**config.mk**
```make
export PLATFORM = sky130hd
export DESIGN_NAME = ac_tweeter_detect
export DESIGN_NICKNAME = d
export VERILOG_FILES = /design/src/rtl/tweeter_pkg.sv /design/src/rtl/tweeter_ctrl.sv /design/src/rtl/tweeter_chan.sv /design/src/rtl/tweeter_datapath.sv /design/src/rtl/ac_tweeter_detect.sv
export SDC_FILE = /design/constraint.sdc
export NUM_CORES = 1
export LEC_CHECK = 0
export ABC_AREA = 1
export BUFFER_PORTS_ARGS = -buffer_cell sky130_fd_sc_hd__clkbuf_2
export CELL_PAD_IN_SITES_DETAIL_PLACEMENT = 0
export CELL_PAD_IN_SITES_GLOBAL_PLACEMENT = 2
export CORE_MARGIN = 8
export CORE_UTILIZATION = 35
export CTS_CLUSTER_SIZE = 8
export DETAILED_ROUTE_END_ITERATION = 10
export GPL_TIMING_DRIVEN = 0
export PLACE_DENSITY_LB_ADDON = 0.1
export SKIP_LAST_GASP = 1
export SLEW_MARGIN = 10
export SYNTH_ARGS = -nofsm -noshare
export SYNTH_HDL_FRONTEND = slang
export SYNTH_SLANG_ARGS = --single-unit
```
**constraint.sdc**
```tcl
create_clock -name clk -period 1.9 [get_ports clk]
set_input_delay 0.19 -clock clk [delete_from_list [all_inputs] [get_ports clk]]
set_output_delay 0.19 -clock clk [all_outputs]
set_load 0.02 [all_outputs]
```
**src/rtl/tweeter_pkg.sv**
```systemverilog
package tweeter_pkg;

  // Strobes passed from the window control to the per-channel datapath.
  typedef struct packed {
    logic windowOn;      // measuring window open (enable set)
    logic winClear;      // restart the window: counts and abandon marks reset
    logic latchVerdict;  // capture the verdict of the closing window
  } winCtl_t;

endpackage

```
**src/rtl/tweeter_ctrl.sv**
```systemverilog
module tweeter_ctrl
  import tweeter_pkg::*;
(
  input  logic    clk,
  input  logic    rst_n,
  input  logic    acDiagEn,
  input  logic    readStrobe,
  output winCtl_t ctl
);

  logic enSeen;

  // Tracks the enable so that a window opening is seen as a restart.
  always_ff @(posedge clk) begin
    if (!rst_n) enSeen <= 1'b0;
    else        enSeen <= acDiagEn;
  end

  always_comb begin
    ctl.windowOn     = acDiagEn;
    ctl.latchVerdict = readStrobe;
    ctl.winClear     = readStrobe | !acDiagEn | (acDiagEn & !enSeen);
  end

endmodule

```
**src/rtl/tweeter_chan.sv**
```systemverilog
module tweeter_chan
  import tweeter_pkg::*;
#(
  parameter int SYNC_STAGES    = 2,
  parameter int CONFIRM_PULSES = 3
) (
  input  logic    clk,
  input  logic    rst_n,
  input  winCtl_t ctl,
  input  logic    rangeLow,
  input  logic    cmpHiRaw,
  input  logic    cmpLoRaw,
  input  logic    protActive,
  output logic    openTweeter
);

  localparam int CNT_W = $clog2(CONFIRM_PULSES + 1);
  localparam logic [CNT_W-1:0] CNT_TOP = CNT_W'(CONFIRM_PULSES);

  logic [SYNC_STAGES-1:0] hiSync, loSync;
  logic hiPrev, loPrev;
  logic hiRise, loRise, selRise;
  logic [CNT_W-1:0] pulseCnt;
  logic abandoned;
  logic openReg;

  // Synchronizers and edge history for both comparators.
  always_ff @(posedge clk) begin
    if (!rst_n) begin
      hiSync <= '0;
      loSync <= '0;
      hiPrev <= 1'b0;
      loPrev <= 1'b0;
    end else begin
      hiSync <= {hiSync[SYNC_STAGES-2:0], cmpHiRaw};
      loSync <= {loSync[SYNC_STAGES-2:0], cmpLoRaw};
      hiPrev <= hiSync[SYNC_STAGES-1];
      loPrev <= loSync[SYNC_STAGES-1];
    end
  end

  // Edges are found per comparator first and selected afterwards, so a range
  // change alone never forms an edge.
  always_comb begin
    hiRise  = hiSync[SYNC_STAGES-1] & ~hiPrev;
    loRise  = loSync[SYNC_STAGES-1] & ~loPrev;
    selRise = rangeLow ? loRise : hiRise;
  end

  // Saturating peak counter; an edge in a restart cycle seeds the new window.
  always_ff @(posedge clk) begin
    if (!rst_n) begin
      pulseCnt <= '0;
    end else if (ctl.winClear) begin
      pulseCnt <= (ctl.windowOn && selRise) ? CNT_W'(1) : '0;
    end else if (ctl.windowOn && selRise && pulseCnt != CNT_TOP) begin
      pulseCnt <= pulseCnt + CNT_W'(1);
    end
  end

  // Abandon mark set by protection activity inside the window.
  always_ff @(posedge clk) begin
    if (!rst_n) begin
      abandoned <= 1'b0;
    end else if (ctl.winClear) begin
      abandoned <= ctl.windowOn & protActive;
    end else if (ctl.windowOn && protActive) begin
      abandoned <= 1'b1;
    end
  end

  // Verdict register, written only on a read.
  always_ff @(posedge clk) begin
    if (!rst_n) begin
      openReg <= 1'b0;
    end else if (ctl.latchVerdict) begin
      openReg <= ctl.windowOn && !abandoned && (pulseCnt < CNT_TOP);
    end
  end

  assign openTweeter = openReg;

  assert_sat_hold_R3: assert property (@(posedge clk) disable iff (!rst_n)
    (pulseCnt == CNT_TOP && !ctl.winClear) |=> (pulseCnt == CNT_TOP));

  assert_abandon_quiet_R5: assert property (@(posedge clk) disable iff (!rst_n)
    (ctl.latchVerdict && abandoned) |=> !openTweeter);

  assert_idle_zero_R6: assert property (@(posedge clk) disable iff (!rst_n)
    !ctl.windowOn |=> (pulseCnt == '0));

  assert_fresh_window_R7: assert property (@(posedge clk) disable iff (!rst_n)
    ctl.latchVerdict |=> (pulseCnt <= CNT_W'(1)));

  assert_verdict_hold_R11: assert property (@(posedge clk) disable iff (!rst_n)
    !ctl.latchVerdict |=> $stable(openTweeter));

endmodule

```
**src/rtl/tweeter_datapath.sv**
```systemverilog
module tweeter_datapath
  import tweeter_pkg::*;
#(
  parameter int NUM_CH         = 4,
  parameter int SYNC_STAGES    = 2,
  parameter int CONFIRM_PULSES = 3
) (
  input  logic              clk,
  input  logic              rst_n,
  input  winCtl_t           ctl,
  input  logic              rangeLow,
  input  logic [NUM_CH-1:0] cmpHiRaw,
  input  logic [NUM_CH-1:0] cmpLoRaw,
  input  logic [NUM_CH-1:0] protActive,
  output logic [NUM_CH-1:0] openTweeter
);

  for (genvar ch = 0; ch < NUM_CH; ch++) begin : g_chan
    tweeter_chan #(
      .SYNC_STAGES   (SYNC_STAGES),
      .CONFIRM_PULSES(CONFIRM_PULSES)
    ) i_chan (
      .clk        (clk),
      .rst_n      (rst_n),
      .ctl        (ctl),
      .rangeLow   (rangeLow),
      .cmpHiRaw   (cmpHiRaw[ch]),
      .cmpLoRaw   (cmpLoRaw[ch]),
      .protActive (protActive[ch]),
      .openTweeter(openTweeter[ch])
    );
  end

endmodule

```
**src/rtl/ac_tweeter_detect.sv**
```systemverilog
module ac_tweeter_detect
  import tweeter_pkg::*;
#(
  parameter int NUM_CH         = 4,
  parameter int SYNC_STAGES    = 2,
  parameter int CONFIRM_PULSES = 3
) (
  input  logic              clk,
  input  logic              rst_n,
  input  logic              acDiagEn,
  input  logic              rangeLow,
  input  logic [NUM_CH-1:0] cmpHiRaw,
  input  logic [NUM_CH-1:0] cmpLoRaw,
  input  logic [NUM_CH-1:0] protActive,
  input  logic              readStrobe,
  output logic [NUM_CH-1:0] openTweeter
);

  winCtl_t ctl;

  tweeter_ctrl i_ctrl (
    .clk       (clk),
    .rst_n     (rst_n),
    .acDiagEn  (acDiagEn),
    .readStrobe(readStrobe),
    .ctl       (ctl)
  );

  tweeter_datapath #(
    .NUM_CH        (NUM_CH),
    .SYNC_STAGES   (SYNC_STAGES),
    .CONFIRM_PULSES(CONFIRM_PULSES)
  ) i_datapath (
    .clk        (clk),
    .rst_n      (rst_n),
    .ctl        (ctl),
    .rangeLow   (rangeLow),
    .cmpHiRaw   (cmpHiRaw),
    .cmpLoRaw   (cmpLoRaw),
    .protActive (protActive),
    .openTweeter(openTweeter)
  );

  assert_reset_clear_R1: assert property (@(posedge clk)
    !rst_n |=> (openTweeter == '0));

endmodule

```
After elaboration in Yosys (flattened, before gate mapping) --
Index checks and enable logic that the tools add are counted.
Operators by class: $add $sub $neg 4, $lt $le $gt $ge 4, eq/ne operators 4, multiplexer cells 24, bitwise gates (word level) 23, reductions and logical operators 34
Operators with widths (count):
- $logic_and A1 B1 Y1 | 20
- $mux W1 | 16
- $mux W2 | 8
- $reduce_bool A2 Y1 | 8
- $and A1 B1 Y1 | 13
- $add A2 B1 Y2 const B | 4
- $lt A2 B2 Y1 const B | 4
- $ne A2 B2 Y1 const B | 4
- $not A1 Y1 | 8
- $logic_not A1 Y1 | 6
- $or A1 B1 Y1 | 2
Storage, ports and cells: register bits 41, logic and storage cells 122

Depth between registers and ports, before layout --
depth in word-level cells 7, depth in mapped cells 7, depth with buffers taken out 7

By module --
Synthesis repeated with hierarchy kept, for this count alone.
Unflattened totals: cells, all modules 219, area, all modules 1732.9 µm²
By module, submodules not included:
- tweeter_chan | instances 4, cells each 53, area each 420.4 µm², seq. area each 200.2 µm²
- tweeter_ctrl | instances 1, cells each 7, area each 51.3 µm², seq. area each 20.0 µm²

Worst setup path after synthesis --
Ideal clock, no wire load.
kind input -> register, start input port readStrobe, end register i_datapath.g_chan[2].i_chan.pulseCnt[0], setup time 70 ps, data arrival time 976 ps, data required time 1830 ps, setup slack 854 ps, stages 7, buffers on the path 2, path through buf_6 > nand3b_4 > buf_6 > or2_1 > nand2_1 > nand2_1 > a21oi_1
Between the ends: longest elaborated chain between the ends 3
RTL lines:
- start: declaration | RTL line ac_tweeter_detect.sv:15 | input logic readStrobe,
- $or A1 B1 Y1 (*) (2 in series) | RTL line tweeter_ctrl.sv:22 | ctl.winClear = readStrobe | !acDiagEn | (acDiagEn & !enSeen);
- $mux W2 / $reduce_bool A2 Y1 (equally long branches)
- end signal: assignment | RTL line tweeter_chan.sv:55 | pulseCnt <= (ctl.windowOn && selRise) ? CNT_W'(1) : '0;
- end signal: assignment | RTL line tweeter_chan.sv:57 | pulseCnt <= pulseCnt + CNT_W'(1);
- end: declaration | RTL line tweeter_chan.sv:23 | logic [CNT_W-1:0] pulseCnt;
Every way passes the cells marked *; elsewhere a longest branch is shown, timed or not. A chain may end at the register's enable or synchronous reset.

Final worst setup path --
start register i_datapath.g_chan[3].i_chan.pulseCnt[0], end register i_datapath.g_chan[3].i_chan.pulseCnt[0]
Between the ends: longest elaborated chain between the ends 3
RTL lines:
- start: declaration | RTL line tweeter_chan.sv:23
- start signal: assignment | RTL line tweeter_chan.sv:55
- start signal: assignment | RTL line tweeter_chan.sv:57
- $add A2 B1 Y2 / $ne A2 B2 Y1 (equally long branches) | RTL line tweeter_chan.sv:57, tweeter_chan.sv:56
- $mux W2 / $logic_and A1 B1 Y1 (equally long branches) | RTL line tweeter_chan.sv:56 | end else if (ctl.windowOn && selRise && pulseCnt != CNT_TOP) begin
- $mux W2 / $reduce_bool A2 Y1 (equally long branches)
Parallel ways exist; a longest one is shown, timed or not. The select of a mux whose other input is x is not followed.

==> impl_results.md <==
- Status: finished, final reports clean
- Diode count: 0
- Setup slack of the critical path after layout: 0.778 ns
- Transition time at the pin with the least slew margin: 0.423 ns
- Cell types occupying the most area after synthesis: dfxtp_1, nand2_1, inv_1
- Synthesized area per cell: 7.86 µm²
- Cell type with the largest total area after synthesis: dfxtp_1
- H-tree depth: 2
- Share of final-layout standard cells stronger than drive strength 1: 16.4%
- Synthesis-to-finish area growth: 14.9%
- Number of enable flip-flop cells after synthesis: 0
- Reg-to-reg startpoint: i_datapath.g_chan[3].i_chan.pulseCnt[0]
- Cell with the most instances after synthesis: nand2_1
- Pin count of the biggest net entering global routing: 13
- FF+latch count, synth: 41
- Syn. warnings: 0
- Fin crit share: 59.0%
- Die area: 0.00711 mm²
- Clock buffer count from CTS: 5
- Critical path fanouts, max: 3
- Peak VDD IR: 0.000348 V
- Clock tree root buffer cell: clkbuf_8
- Cell area after synthesis: 0.00163 mm²
- Headroom to the max-slew limit: 71.8%
- Post-route met1 wirelength: 1.38 mm
- Vias: 1296
- Fillers: 480
- Post-CTS Hold Fix Bufs: 0
- Total leakage power: 0.000989 µW
- Time the worst path needs with I/O delays and setup: 1.12 ns
- Initial antenna violation count: 0
- Max Cap Viol: 0
- Maximum clock path buffer count: 2
- Gpl congestion: 0.692
- Aggregate global routing overflow: 0
- Vias per cell: 4.53
- Number of ports placed on the die boundary: 21
- Worst setup SP type: register
- Total placed cells including tap cells: 279
- Clock tree from TritonCTS: yes
- Initial core utilization: 35.5%
- Clock slew seen by the registers of the worst setup and hold paths: 0.07 ns
- Type of the tightest min-delay check: in -> reg
- Number of gates resized after CTS: 0
- Launch point of the worst path: i_datapath.g_chan[3].i_chan.pulseCnt[0]
- Final worst clock skew: 0.00539 ns
- Routed Wire Length: 3.22 mm
- Maximum operating frequency: 0.892 GHz
- Sequential-to-total area share from yosys stat: 50.2%
- Metal3 WL: 145 µm
- Insertion delay of the later-clocked pin in the worst-skew pair: 0.28 ns
- Top FF cell, synth: dfxtp_1
- Type of destination of the critical path: register
- Top post-synthesis cells by count: nand2_1, dfxtp_1, inv_1, nand3_1, a21oi_1
- Number of DRC markers in iteration 0: 60
- Met2 wire length: 1.65 mm
- First drt pass iteration count: 6
- Routed len/inst: 11.2 µm
- Global-route usage over all layers: 10.2%
- Count of buffers inserted at the top-level ports: 17
- Area of the core region: 0.00460 mm²
- Setup bufs post-CTS: 0
- Fin cells: 286
- Uppermost routed layer: met4
- Final-stage net count: 253
- Number of global-route vias before repair: 1308
- Count of different cell masters after synthesis: 17
- Async set or reset register ratio after synthesis: 0%
- Area fraction of the dominant cell type after synthesis: 50.2%
- Final setup violation count: 0
- Required time of the worst setup path: 2.11 ns
- Setup repair after global routing missed its margin: false
- Number of hold-slack violations in the final timing report: 0
- Sum Neg Setup Slack: 0 ns
- Classification of the worst setup path: reg -> reg
- Pwr/cell area: 851 mW/mm²
- Arrival time at the worst endpoint: 1.33 ns
- Post-Synthesis Cells: 208
- Floorplan row count: 25
- Number of nets produced by synthesis: 229
- Die Ht: 84.3 µm
- Global-route wire length before repair: 5.93 mm
- Count of clock tree sinks: 41
- Die Width: 84.3 µm
- Setup slack at placement: 0.760 ns
- Worst min-delay path startpoint: cmpHiRaw[0]
- Final Slew Violations: 0
- Antenna violation net count after detailed routing: 0
- Hpwl dp: 2.42 mm
- Residual DRC: 0
## critical path, cell delays in order (launching register included)
cell and delay [ns]:
dfxtp_1 0.33, ha_1 0.23, inv_1 0.08, nand3_1 0.12, nand2_1 0.09, nand2_1 0.06, a21oi_1 0.14
## registers in the layout, indices dropped and copies added, names as in the netlist
register                              flops
i_datapath.g_chan.i_chan.hiSync           8
i_datapath.g_chan.i_chan.loSync           8
i_datapath.g_chan.i_chan.abandoned        4
i_datapath.g_chan.i_chan.loPrev           4
i_ctrl.enSeen                             1
i_datapath.g_chan.i_chan.hiPrev           4
i_datapath.g_chan.i_chan.pulseCnt         8
i_datapath.g_chan.i_chan.openTweeter      4
## metal layers
metal  global-route usage (%)  vias to the layer above
met4                     4.17                        0
met2                     17.8                       27
met3                     3.48                        5
li1                         -                      679
met5                        0                        -
met1                     11.0                      585
## path summary, 6_finish.rpt
check	to	slack, ns	cells after the start
max reg2reg	i_datapath.g_chan[3].i_chan.pulseCnt[0]	0.78	6
max	i_datapath.g_chan[3].i_chan.pulseCnt[0]	0.78	6
min reg2reg	i_datapath.g_chan[1].i_chan.hiSync[1]	0.41	2
min	i_datapath.g_chan[0].i_chan.hiSync[0]	0.09	3
## metrics by stage
step	util (%)	hold WS (ns)	power, µW	instance area (µm²)
3_5_place_dp	38.9	0.375	1060	1790
3_3_place_gp	38.9	0.367	1050	1790
6_report	40.8	0.0858	1600	1880
4_1_cts	40.8	0.0728	1630	1880
5_1_grt	40.8	0.0826	1700	1880
2_1_floorplan	-	0.283	1020	1630
## placed cells by master (no fill, tap or decap)
cell type   Yosys  final
nand3b_4        1      1
nand3_1        22     22
inv_1          41     41
or2_2           2      2
clkbuf_2        0     17
buf_6           2      2
a21oi_1        12     12
nor2_1         10     10
nand2_1        48     48
ha_1            4      4
or2_1           2      2
clkbuf_8        0      6
o21ai_0         4      4
nand4_1         3      3
dfxtp_1        41     41
buf_4           8      8
a32o_1          4      4
inv_2           1      1
clkinvlp_4      0      1
clkbuf_1        3      3
## kinds of logic after synthesis
logic type	count (synthesis)	synth area share, %
fa+ha+maj	4	3.06
simple gates	88	24.0
buf+inv	55	15.4
flops	41	50.2
compound gates	20	7.35
## power breakdown
| group | switching, µW | leakage [µW] | internal [µW] |
|---|---|---|---|
| Combinational | 76.4 | 0.000609 | 55.4 |
| Clock | 272 | 0.0000433 | 287 |
| Sequential | 14.1 | 0.000337 | 893 |
| Total | 362 | 0.000989 | 1240 |
## area by class of cell
| type | instances | area [µm²] | share of cell area, % |
|---|---|---|---|
| clock inverter | 1 | 7.51 | 0.400 |
| sequential | 41 | 821 | 43.7 |
| clock buffer | 6 | 82.6 | 4.40 |
| tap | 54 | 67.6 | 3.60 |
| inverter | 42 | 158 | 8.40 |
| multi-input combinational | 112 | 562 | 29.9 |
| buffer | 13 | 93.8 | 5.00 |
| timing repair buffer | 17 | 85.1 | 4.53 |
No activity file was read; power rests on OpenSTA's default activity.
